$ cat config.mk
export PLATFORM = sky130hd
export DESIGN_NAME = audio_in_mux
export DESIGN_NICKNAME = d
export VERILOG_FILES = /design/src/rtl/aim_pkg.sv /design/src/rtl/aim_lane.sv /design/src/rtl/aim_rr_arb.sv /design/src/rtl/aim_fifo.sv /design/src/rtl/audio_in_mux.sv
export SDC_FILE = /design/constraint.sdc
export NUM_CORES = 2
export LEC_CHECK = 0
export BUFFER_PORTS_ARGS = -buffer_cell sky130_fd_sc_hd__buf_2
export CAP_MARGIN = 5
export CORE_MARGIN = 8
export CORE_UTILIZATION = 31
export DETAILED_ROUTE_END_ITERATION = 8
export GPL_ROUTABILITY_DRIVEN = 1
export MAX_ROUTING_LAYER = met4
export PLACE_DENSITY = 0.45
export SYNTH_ARGS = -nofsm -noshare
export SYNTH_HDL_FRONTEND = slang
export SYNTH_SLANG_ARGS = --single-unit
$ cat constraint.sdc
create_clock -name clk -period 23.7 [get_ports clk]
set_clock_uncertainty 0.15 [all_clocks]
set_input_delay 0 -clock clk [delete_from_list [all_inputs] [get_ports clk]]
set_output_delay 0 -clock clk [all_outputs]
set_load 0.01 [all_outputs]
$ cat src/rtl/aim_pkg.sv
package aim_pkg;

  localparam int WORD_W = 32;

  typedef enum logic [1:0] {
    FMT_I2S = 2'd0,
    FMT_LJ  = 2'd1,
    FMT_RJ  = 2'd2,
    FMT_RSV = 2'd3
  } fmt_e;

  typedef struct packed {
    logic              right;
    logic [WORD_W-1:0] data;
  } half_word_t;

  // width code -> number of sample bits
  function automatic logic [5:0] word_bits(input logic [2:0] wsel);
    case (wsel)
      3'd0:    return 6'd16;
      3'd1:    return 6'd18;
      3'd2:    return 6'd20;
      3'd3:    return 6'd24;
      default: return 6'd32;
    endcase
  endfunction

  // keep the low w bits of raw and move them up to the MSB end
  function automatic logic [WORD_W-1:0] left_align(input logic [WORD_W-1:0] raw,
                                                   input logic [5:0] w);
    logic [WORD_W-1:0] m;
    m = (w == 6'd32) ? '1 : ((32'd1 << w) - 32'd1);
    return (raw & m) << (6'd32 - w);
  endfunction

endpackage

$ cat src/rtl/aim_lane.sv
module aim_lane
  import aim_pkg::*;
#(
  parameter int SYNC_STAGES = 2,
  parameter int BUF_DEPTH   = 2,
  localparam int BW = (BUF_DEPTH > 1) ? $clog2(BUF_DEPTH) : 1,
  localparam int OW = $clog2(BUF_DEPTH + 1)
) (
  input  logic       clk,
  input  logic       rst_n,
  input  logic       sclk_i,
  input  logic       fs_i,
  input  logic       sd_i,
  input  logic [1:0] fmt_i,
  input  logic [2:0] wsel_i,
  input  logic       pop_i,
  output logic       req_o,
  output half_word_t word_o,
  output logic       ovf_o
);

  // input synchronizers
  logic [SYNC_STAGES-1:0] sclk_sy, fs_sy, sd_sy;
  logic sclk_last;
  always_ff @(posedge clk or negedge rst_n) begin
    if (!rst_n) begin
      sclk_sy <= '0; fs_sy <= '0; sd_sy <= '0; sclk_last <= 1'b0;
    end else begin
      sclk_sy   <= {sclk_sy[SYNC_STAGES-2:0], sclk_i};
      fs_sy     <= {fs_sy[SYNC_STAGES-2:0], fs_i};
      sd_sy     <= {sd_sy[SYNC_STAGES-2:0], sd_i};
      sclk_last <= sclk_sy[SYNC_STAGES-1];
    end
  end

  logic sclk_s, fs_s, sd_s, bit_tick;
  assign sclk_s   = sclk_sy[SYNC_STAGES-1];
  assign fs_s     = fs_sy[SYNC_STAGES-1];
  assign sd_s     = sd_sy[SYNC_STAGES-1];
  assign bit_tick = sclk_s & ~sclk_last;

  // deserializer state, advanced once per bit
  logic             fs_d_q, fs_dd_q, locked_q;
  logic [5:0]       cnt_q, cnt_nx, wlen;
  logic [WORD_W-1:0] sh_q, sh_nx;
  logic             is_i2s, is_rj, cur_fs, prv_fs, fs_edge;
  logic             word_push;
  half_word_t       word_new;

  always_comb begin
    is_i2s  = (fmt_i == FMT_I2S);
    is_rj   = (fmt_i == FMT_RJ);
    wlen    = word_bits(wsel_i);
    // I2S looks at frame-select one bit late, which turns it into left-justified
    cur_fs  = is_i2s ? fs_d_q  : fs_s;
    prv_fs  = is_i2s ? fs_dd_q : fs_d_q;
    fs_edge = cur_fs ^ prv_fs;
    cnt_nx  = fs_edge ? 6'd0 : ((cnt_q == 6'd63) ? cnt_q : cnt_q + 6'd1);
    sh_nx   = {sh_q[WORD_W-2:0], sd_s};
    word_push = 1'b0;
    word_new  = '0;
    if (bit_tick) begin
      if (is_rj) begin
        if (fs_edge && locked_q && (cnt_q >= wlen - 6'd1)) begin
          word_push      = 1'b1;
          word_new.data  = left_align(sh_q, wlen);
          word_new.right = ~prv_fs;
        end
      end else if ((locked_q | fs_edge) && (cnt_nx == wlen - 6'd1)) begin
        word_push      = 1'b1;
        word_new.data  = left_align(sh_nx, wlen);
        word_new.right = is_i2s ? cur_fs : ~cur_fs;
      end
    end
  end

  always_ff @(posedge clk or negedge rst_n) begin
    if (!rst_n) begin
      fs_d_q <= 1'b0; fs_dd_q <= 1'b0; locked_q <= 1'b0;
      cnt_q  <= '0;   sh_q    <= '0;
    end else if (bit_tick) begin
      fs_d_q   <= fs_s;
      fs_dd_q  <= fs_d_q;
      locked_q <= locked_q | fs_edge;
      cnt_q    <= cnt_nx;
      sh_q     <= sh_nx;
    end
  end

  // local word buffer
  half_word_t      lbuf [BUF_DEPTH];
  logic [BW-1:0]   wr_idx, rd_idx;
  logic [OW-1:0]   occ_q;
  logic            push_ok, word_drop, ovf_q;

  function automatic logic [BW-1:0] bump(input logic [BW-1:0] p);
    return (p == BW'(BUF_DEPTH - 1)) ? '0 : p + 1'b1;
  endfunction

  assign push_ok   = word_push & ((occ_q != OW'(BUF_DEPTH)) | pop_i);
  assign word_drop = word_push & ~push_ok;
  assign req_o     = (occ_q != '0);
  assign word_o    = lbuf[rd_idx];
  assign ovf_o     = ovf_q;

  always_ff @(posedge clk) begin
    if (push_ok) lbuf[wr_idx] <= word_new;
  end

  always_ff @(posedge clk or negedge rst_n) begin
    if (!rst_n) begin
      wr_idx <= '0; rd_idx <= '0; occ_q <= '0; ovf_q <= 1'b0;
    end else begin
      if (push_ok) wr_idx <= bump(wr_idx);
      if (pop_i)   rd_idx <= bump(rd_idx);
      occ_q <= occ_q + OW'(push_ok) - OW'(pop_i);
      if (word_drop) ovf_q <= 1'b1;
    end
  end

  a_r8_lane_occ_bound: assert property (@(posedge clk) disable iff (!rst_n)
    occ_q <= OW'(BUF_DEPTH));
  a_r7_pop_needs_word: assert property (@(posedge clk) disable iff (!rst_n)
    pop_i |-> req_o);
  a_r9_flag_after_word: assert property (@(posedge clk) disable iff (!rst_n)
    $rose(ovf_o) |-> $past(word_push));

endmodule

$ cat src/rtl/aim_rr_arb.sv
module aim_rr_arb #(
  parameter int N = 8,
  localparam int IW = (N > 1) ? $clog2(N) : 1
) (
  input  logic          clk,
  input  logic          rst_n,
  input  logic [N-1:0]  req_i,
  input  logic          en_i,
  output logic [N-1:0]  gnt_o,
  output logic [IW-1:0] win_o
);

  logic [IW-1:0] ptr_q;
  logic          found;

  function automatic logic [IW-1:0] wrap_idx(input logic [IW-1:0] base, input int k);
    int s;
    s = int'(base) + k;
    if (s >= N) s = s - N;
    return s[IW-1:0];
  endfunction

  always_comb begin
    gnt_o = '0;
    win_o = ptr_q;
    found = 1'b0;
    for (int k = 0; k < N; k++) begin
      if (!found && en_i && req_i[wrap_idx(ptr_q, k)]) begin
        found = 1'b1;
        win_o = wrap_idx(ptr_q, k);
        gnt_o[wrap_idx(ptr_q, k)] = 1'b1;
      end
    end
  end

  always_ff @(posedge clk or negedge rst_n) begin
    if (!rst_n) ptr_q <= '0;
    else if (found) ptr_q <= (win_o == IW'(N - 1)) ? '0 : win_o + 1'b1;
  end

  a_r7_single_grant: assert property (@(posedge clk) disable iff (!rst_n)
    $onehot0(gnt_o));
  a_r7_grant_blocked: assert property (@(posedge clk) disable iff (!rst_n)
    !en_i |-> (gnt_o == '0));

endmodule

$ cat src/rtl/aim_fifo.sv
module aim_fifo #(
  parameter int W     = 36,
  parameter int DEPTH = 8,
  localparam int PW = (DEPTH > 1) ? $clog2(DEPTH) : 1,
  localparam int CW = $clog2(DEPTH + 1)
) (
  input  logic         clk,
  input  logic         rst_n,
  input  logic         wr_en,
  input  logic [W-1:0] wr_data,
  output logic         full,
  output logic         rd_valid,
  input  logic         rd_ready,
  output logic [W-1:0] rd_data
);

  logic [W-1:0]  mem [DEPTH];
  logic [PW-1:0] wr_ptr, rd_ptr;
  logic [CW-1:0] cnt_q;
  logic          rd_fire;

  function automatic logic [PW-1:0] step(input logic [PW-1:0] p);
    return (p == PW'(DEPTH - 1)) ? '0 : p + 1'b1;
  endfunction

  assign full     = (cnt_q == CW'(DEPTH));
  assign rd_valid = (cnt_q != '0);
  assign rd_data  = mem[rd_ptr];
  assign rd_fire  = rd_valid & rd_ready;

  always_ff @(posedge clk) begin
    if (wr_en) mem[wr_ptr] <= wr_data;
  end

  always_ff @(posedge clk or negedge rst_n) begin
    if (!rst_n) begin
      wr_ptr <= '0; rd_ptr <= '0; cnt_q <= '0;
    end else begin
      if (wr_en)   wr_ptr <= step(wr_ptr);
      if (rd_fire) rd_ptr <= step(rd_ptr);
      cnt_q <= cnt_q + CW'(wr_en) - CW'(rd_fire);
    end
  end

  a_r8_no_write_when_full: assert property (@(posedge clk) disable iff (!rst_n)
    wr_en |-> !full);
  a_r8_hold_while_stalled: assert property (@(posedge clk) disable iff (!rst_n)
    (rd_valid && !rd_ready) |=> (rd_valid && $stable(rd_data)));
  a_r8_count_bound: assert property (@(posedge clk) disable iff (!rst_n)
    cnt_q <= CW'(DEPTH));

endmodule

$ cat src/rtl/audio_in_mux.sv
module audio_in_mux
  import aim_pkg::*;
#(
  parameter int NUM_CH      = 8,
  parameter int FIFO_DEPTH  = 8,
  parameter int LANE_BUF    = 2,
  parameter int SYNC_STAGES = 2,
  localparam int CH_W = (NUM_CH > 1) ? $clog2(NUM_CH) : 1
) (
  input  logic                clk,
  input  logic                rst_n,
  input  logic [NUM_CH-1:0]   sclk_in,
  input  logic [NUM_CH-1:0]   fs_in,
  input  logic [NUM_CH-1:0]   sd_in,
  input  logic [2*NUM_CH-1:0] cfg_fmt,
  input  logic [3*NUM_CH-1:0] cfg_wsel,
  output logic                out_valid,
  input  logic                out_ready,
  output logic [WORD_W-1:0]   out_data,
  output logic [CH_W-1:0]     out_ch,
  output logic                out_right,
  output logic [NUM_CH-1:0]   ovf_flag
);

  localparam int ENTRY_W = CH_W + 1 + WORD_W;

  half_word_t          lane_word [NUM_CH];
  logic [NUM_CH-1:0]   lane_req, lane_gnt;
  logic [CH_W-1:0]     win;
  logic                q_full, q_write;
  logic [ENTRY_W-1:0]  q_in, q_out;
  half_word_t          sel_word;

  for (genvar c = 0; c < NUM_CH; c++) begin : g_lane
    aim_lane #(
      .SYNC_STAGES(SYNC_STAGES),
      .BUF_DEPTH  (LANE_BUF)
    ) u_lane (
      .clk   (clk),
      .rst_n (rst_n),
      .sclk_i(sclk_in[c]),
      .fs_i  (fs_in[c]),
      .sd_i  (sd_in[c]),
      .fmt_i (cfg_fmt[2*c +: 2]),
      .wsel_i(cfg_wsel[3*c +: 3]),
      .pop_i (lane_gnt[c]),
      .req_o (lane_req[c]),
      .word_o(lane_word[c]),
      .ovf_o (ovf_flag[c])
    );
  end

  aim_rr_arb #(.N(NUM_CH)) u_arb (
    .clk  (clk),
    .rst_n(rst_n),
    .req_i(lane_req),
    .en_i (~q_full),
    .gnt_o(lane_gnt),
    .win_o(win)
  );

  assign q_write  = |lane_gnt;
  assign sel_word = lane_word[win];
  assign q_in     = {win, sel_word.right, sel_word.data};

  aim_fifo #(.W(ENTRY_W), .DEPTH(FIFO_DEPTH)) u_fifo (
    .clk     (clk),
    .rst_n   (rst_n),
    .wr_en   (q_write),
    .wr_data (q_in),
    .full    (q_full),
    .rd_valid(out_valid),
    .rd_ready(out_ready),
    .rd_data (q_out)
  );

  assign out_ch    = q_out[ENTRY_W-1 -: CH_W];
  assign out_right = q_out[WORD_W];
  assign out_data  = q_out[WORD_W-1:0];

  // the tag leaving the queue names a channel that exists
  a_r6_channel_in_range: assert property (@(posedge clk) disable iff (!rst_n)
    out_valid |-> (int'(out_ch) < NUM_CH));

endmodule

[After elaboration in Yosys (flattened, before gate mapping)]
Memories as Yosys holds them, arrays and structs flattened.
Cells that the tools add are included.
Word-level totals
  output and inout bits: 45
  flip-flop bits (word level): 437
  bits in writable memories: 816
  word-level logic and storage cells: 752
  input port bits: 67
  memories kept: 9
Cells by class
  order comparisons: 41
  shift-type cells: 24
  $add $sub $neg: 84
  equality and inequality tests: 68
  muxes and demuxes: 232
  bitwise gates (word level): 106
  reduce and logical (&&, ||, !) cells: 80
Memory list
  u_fifo.mem: words 8, width 36, rd ports 1, clocked after memory_dff 0, wr ports 1, line aim_fifo.sv:17  | logic [W-1:0] mem [DEPTH];
  g_lane[0].u_lane.lbuf: words 2, width 33, rd ports 1, clocked after memory_dff 0, wr ports 1, line aim_lane.sv:91  | half_word_t lbuf [BUF_DEPTH];
  g_lane[1].u_lane.lbuf: words 2, width 33, rd ports 1, clocked after memory_dff 0, wr ports 1, line aim_lane.sv:91
  g_lane[2].u_lane.lbuf: words 2, width 33, rd ports 1, clocked after memory_dff 0, wr ports 1, line aim_lane.sv:91
  g_lane[3].u_lane.lbuf: words 2, width 33, rd ports 1, clocked after memory_dff 0, wr ports 1, line aim_lane.sv:91
  g_lane[4].u_lane.lbuf: words 2, width 33, rd ports 1, clocked after memory_dff 0, wr ports 1, line aim_lane.sv:91
  +3 memories
Operator list (number)
  $mux W33: 34
  $and A32 B32 Y32: 16
  $shl A32 B6 Y32: 16
  $mux W32: 8
  $shl A1 B6 Y32 const A: 8
  $sub A32 B1 Y32 const B: 8
  $pmux W6 S4: 8
  $mux W1: 114
  $bmux W33 S3: 1
  $eq A6 B6 Y1 const B: 16
  $mux W6: 16
  $mux W3: 27
  $lt A3 B4 Y1 const B: 16
  $mux W8: 8
  $or A8 B8 Y8: 7
  $add A6 B1 Y6 const B: 8
  $eq A3 B2 Y1 const B: 16
  $eq A6 B6 Y1: 8
  $ge A6 B6 Y1: 8
  $sub A6 B1 Y6 const B: 8
  $sub A6 B6 Y6 const A: 8
  $logic_and A1 B1 Y1: 47
  $not A1 Y1: 33
  $ge A4 B4 Y1 const B: 8
  other kinds (29): 188

[Depth between registers and ports, before layout]
  depth after elaboration: 44
  gate-level depth with buffers: 22
  mapped depth without buffers: 17

[By module]
From an unflattened synthesis, not the netlist that was laid out.
Second synthesis, totals
  cell total of the unflattened synthesis: 7140
  area total of the unflattened synthesis: 75008.2 µm²
Modules (own cells, without submodules)
  aim_lane at g_lane[1].u_lane ...: area each 7408.4 µm², seq. area each 3308.2 µm², times used 3, cells each 785
  aim_lane at g_lane[2].u_lane ...: area each 7796.2 µm², seq. area each 3308.2 µm², times used 2, cells each 817
  aim_fifo: area each 11426.0 µm², seq. area each 8898.5 µm², times used 1, cells each 477
  aim_lane at g_lane[6].u_lane: area each 7477.2 µm², seq. area each 3308.2 µm², times used 1, cells each 793
  aim_lane at g_lane[7].u_lane: area each 7432.1 µm², seq. area each 3308.2 µm², times used 1, cells each 817
  aim_lane at g_lane[0].u_lane: area each 7374.6 µm², seq. area each 3308.2 µm², times used 1, cells each 776
  audio_in_mux: area each 2013.2 µm², seq. area each 0.0 µm², times used 1, cells each 121
  aim_rr_arb: area each 1467.7 µm², seq. area each 75.1 µm², times used 1, cells each 167

[Worst setup path after synthesis]
OpenSTA, ideal clock, no wires.
  path type: register to register
  start point: register u_arb.ptr_q[0]
  end point: memory u_fifo.mem[1][0] (enable)
  setup slack: 15.766 ns
  library setup time: 0.532 ns
  arrival: 7.252 ns
  clock period less this slack: 7.934 ns
  cell stages (with the launch flop): 18
  buffers on the path: 5
  data required time: 23.018 ns
  cell sequence: dfrtp_1 -> buf_2 -> inv_1 -> clkbuf_1 -> ha_1 -> buf_6 -> buf_6 -> nor4b_1 -> nor4_2 -> mux2_2 -> o21ai_2 -> and3_4 -> nand2_1 -> o311ai_1 -> or4_4 -> nor3_4 -> buf_6 -> nor4b_1
Between the ends
  longest elaborated chain between the ends: 37
  elaborated cells between the ends (all ways): 142
  those cells by class: 15 x add/sub; 24 x order compare; 65 x mux; 7 x bitwise; 31 x reduce/logical
Ends and longest elaborated chain
  start: declaration: line aim_rr_arb.sv:13  | logic [IW-1:0] ptr_q;
  start signal: assignment: line aim_rr_arb.sv:38  | else if (found) ptr_q <= (win_o == IW'(N - 1)) ? '0 : win_o + 1'b1;
  branches (longest 33 deep; another with $add A3 B1 Y4)
  $mux W8 (*): line aim_rr_arb.sv:28  | if (!found && en_i && req_i[wrap_idx(ptr_q, k)]) begin
  $reduce_or A8 Y1 (*): line audio_in_mux.sv:62  | assign q_write = |lane_gnt;
  $mux W1 (*): line aim_fifo.sv:32  | if (wr_en) mem[wr_ptr] <= wr_data;
  $mux W1 (not written as such) (*): line aim_fifo.sv:32
  end: declaration: line aim_fifo.sv:17
Every way passes the cells marked *. The select of a mux whose other input is x is not followed.

==> flow_summary_export.csv <==
group,metric,value,unit
cells_and_area,final_common_cell,"nand2_1",
logic_synthesis,syn_area_per_cell,10.05,sq um
sta,hold_violations,0,
logic_synthesis,ys_dominant_reg_cell,"edfxtp_1",
sta,slew_violations,0,
logic_synthesis,yosys-top-cells-area,"edfxtp_1, dfrtp_1, mux2i_1, nand2_1, mux4_2",
worst_setup_path,path_class,"flop to flop",
worst_setup_path,crit_path_end_kind,"flop",
power_and_ir_drop,seqPwrFrac,35.1,%
logic_synthesis,ys_types,116,
cells_and_area,fillers,23729,
clocking,cts_resized,0,
worst_setup_path,crit_chain,"buf_4 -> inv_1 -> ha_1 -> buf_4 -> nor4b_1 -> nor4_2 -> mux2_2 -> o21ai_2 -> and3_4 -> a211oi_4 -> xnor2_4 -> buf_4 -> buf_4 -> mux4_2 -> mux2i_1",
worst_setup_path,worstRegToRegCells,15,
floorplanning,die_area,252500,sq um
clocking,max-clock-path-buffers,3,
sta,timing.final.crit_period,7.125,ns
logic_synthesis,yosys.area.top_type_share,33.40,%
route,wire_per_inst,23.36,microns
clocking,clk_pin_slew,0.07,ns
min_path,hold_depth,8,
sta,rsz0062_at_grt,"no",
global_route,antenna_found_initial,14,
worst_setup_path,path_common_cell,"buf_4",
flow_run,drv_cap,0,
global_route,globalRouteOverflowTotal,0,
power_and_ir_drop,p_clk_share,22.9,%
worst_setup_path,cp.required,24.06,ns
clocking,cts.sinks,1253,
sta,max-slew-margin-rel,16.29,%
global_route,gr-usage-all-layers,19.52,%
floorplanning,fp.dieH,502.5,microns
worst_setup_path,critPathBufInv,5,
sta,worst_slack,16.57,ns
floorplanning,design.core.area,235200,sq um
logic_synthesis,syn_inst,7303,
global_route,grt_pass1_vias,55551,
route,antenna_left,0,
logic_synthesis,synth_nets,7535,
power_and_ir_drop,p_sw_share,39.10,%
power_and_ir_drop,vdd_drop_max,175.9,uV
route,vias,56772,
route,drcViolationCount,0,
worst_setup_path,critPathSlowestCell,"buf_4",
cells_and_area,final_cell_mix,"nand2_1, edfxtp_1, mux2i_1",
power_and_ir_drop,switchingPower,3.944,mW
status,outcome,"completed",
clocking,cts_root_buf,"clkbuf_16",
sta,fin_crit_sh,30.06,%
logic_synthesis,synth-seq-area-share,48.30,%
sta,worst_pin_slew,1.253,ns
worst_setup_path,arrival,7.48,ns
worst_setup_path,worst_setup_path_start_kind,"flop",
floorplanning,rows,178,
worst_setup_path,critical-path-top-delay-family,"buffers and inverters",
power_and_ir_drop,p_int,6.143,mW
placed_design,place.gp.congestion,0.9098,
logic_synthesis,synth_seq_cells,1253,
global_route,grt_max_degree,76,
cells_and_area,drive_gt1_share,10.74,%
power_and_ir_drop,p_comb_share,42.0,%
route,via_per_inst,5.370,
route,wirelength,246900,microns
worst_setup_path,cpPeakStageDelay,0.87,ns
floorplanning,num_io_pins,112,
logic_synthesis,synth_edf_count,816,
clocking,clk_latency,0.82,ns
clocking,cts_max_level,4,
worst_setup_path,cp_max_fo,55,
clocking,cts_buffers,151,
placed_design,dp_slack,16.67,ns
route,first_pass_iters,6,
power_and_ir_drop,p_leak,32.36,nW
floorplanning,initial_utilization,31.20,%
route,drt_iter0_drc,4888,
power_and_ir_drop,power_density,121.6,nW/um^2
sta,tns,0,ns
logic_synthesis,yosys.area.top_type,"edfxtp_1",
clocking,cts_tree,"built",
cells_and_area,syn_to_final_growth,13.08,%
floorplanning,die_w,502.5,microns
placed_design,dp_hpwl,177200,microns
sta,max_freq,140.4,MHz
cells_and_area,nNetsFinal,7537,
logic_synthesis,ys_async_sr_fraction,34.88,%
placed_design,io_buffers,111,
min_path,hold_path.class,"primary input to flop",
logic_synthesis,ys_warn_count,0,
worst_setup_path,path_depth,15,
sta,setup_viol,0,
global_route,grt_pass1_wl,369600,microns
logic_synthesis,syn_area,73370,sq um
## per-stage QoR
stage | power [mW] | utilization, % | std cells | instance area (sq um) | hold slack (ns)
after floorplan | 6.346 | - | 7303 | 73370 | -0.4456
after global placement | 7.712 | 32.79 | 10211 | 77120 | -0.1049
after detailed placement | 7.776 | 32.79 | 10211 | 77120 | -0.1311
after CTS | 10.15 | 35.27 | 10569 | 82950 | 0.02029
after global routing | 10.58 | 35.27 | 10571 | 82960 | 0.1415
final | 10.09 | 35.28 | 10572 | 82960 | 0.1303
## final cells by class
cell class | count | area, sq um | share of cell area [%]
clock buffers | 197 | 4074 | 4.911
well taps | 3150 | 3941 | 4.751
diodes | 2 | 5.005 | 0.006033
inverters | 145 | 544.3 | 0.6560
flip-flops and latches | 1253 | 35460 | 42.74
clock inverters | 71 | 835.8 | 1.007
multi-input cells | 5434 | 35730 | 43.06
repair buffers | 320 | 2377 | 2.866
## flip-flops by register name, summed over array words and instances (netlist names)
register	flops
g_lane.u_lane.lbuf	528
u_fifo.mem	288
g_lane.u_lane.sh_q	256
g_lane.u_lane.cnt_q	48
g_lane.u_lane.fs_sy	16
g_lane.u_lane.occ_q	16
g_lane.u_lane.sclk_sy	16
g_lane.u_lane.sd_sy	16
g_lane.u_lane.fs_d_q	8
g_lane.u_lane.fs_dd_q	8
g_lane.u_lane.locked_q	8
g_lane.u_lane.ovf_o	8
g_lane.u_lane.rd_idx	8
g_lane.u_lane.sclk_last	8
g_lane.u_lane.wr_idx	8
u_fifo.cnt_q	4
u_arb.ptr_q	3
u_fifo.rd_ptr	3
u_fifo.wr_ptr	3
## worst min-delay path, delay by kind of cell
kind	cells	cell delay, ns
AOI/OAI and AO/OA	2	0.19
and+or+nand+nor	4	0.36
buffers and inverters	2	0.36
## power groups by stage
stage | Sequential, mW | Combinational [mW] | Clock (mW)
floorplan | 3.44 | 2.90 | 0
global placement | 3.57 | 4.14 | 0
detailed placement | 3.59 | 4.19 | 0
CTS | 3.55 | 4.21 | 2.40
global route | 3.59 | 4.52 | 2.47
finish | 3.54 | 4.23 | 2.31
## synthesized netlist by cell type (16+ instances only)
cell	number
nor2b_1	58
and3_1	73
nor4_1	37
nand3_1	223
mux2i_1	662
buf_4	17
a311oi_1	18
nand3b_1	16
nand2b_1	52
xnor2_1	58
xor2_1	27
clkbuf_1	375
o21ai_0	403
a31oi_1	93
o21a_1	42
inv_1	126
edfxtp_1	816
nor3_1	117
o22ai_1	44
dfrtp_1	437
a32oi_1	40
nor3b_1	25
buf_1	57
and2_1	65
a21oi_1	416
mux2_2	85
o221ai_1	18
a211oi_1	55
nand4_1	25
ha_1	164
o211ai_1	64
or2_2	26
nand2_1	1371
nor2_1	525
o22a_1	34
nor4b_1	20
a21boi_0	30
mux4_2	114
a21o_1	61
a22oi_1	107
## worst paths after layout
path	start	end	slack, ns
worst min register to register	g_lane[7].u_lane.sclk_sy[0]	g_lane[7].u_lane.sclk_sy[1]	0.20
worst max register to register	u_arb.ptr_q[0]	u_fifo.mem[0][18]	16.57
max in group asynchronous	rst_n	g_lane[1].u_lane.rd_idx	21.49
min in group asynchronous	rst_n	g_lane[0].u_lane.sclk_sy[0]	0.30
worst min-delay path	cfg_wsel[16]	g_lane[5].u_lane.lbuf[0][5]	0.13
worst max-delay path	u_arb.ptr_q[0]	u_fifo.mem[0][18]	16.57
## what timing repair did
| action | CTS | global route |
|---|---|---|
| hold buffers | 90 | 0 |
| setup buffers | 0 | 0 |
| endpoints found under the hold margin | 401 | 0 |
## per-layer routing
layer / GRT usage [%] / vias up / part of all wire, %
met5: - / - / 0
met4: 4.173 / 0 / 2.1
met3: 2.307 / 289 / 4.3
met2: 31.32 / 1402 / 47
met1: 26.75 / 28274 / 47
li1: - / 26807 / -
## cells by family (layout without fill, tap and decap cells)
family	count (synthesis)	count (layout)	synth area share (%)
and+or+nand+nor	2710	2710	16.49
AOI/OAI and AO/OA	1602	1602	13.92
DFF	1253	1253	48.30
muxes	868	868	13.99
buffers and inverters	616	733	3.336
adders and majority gates	165	165	2.824
xor gates and xnor gates	89	89	1.136
other	0	2	0
Power figures use the tool's default switching activity.
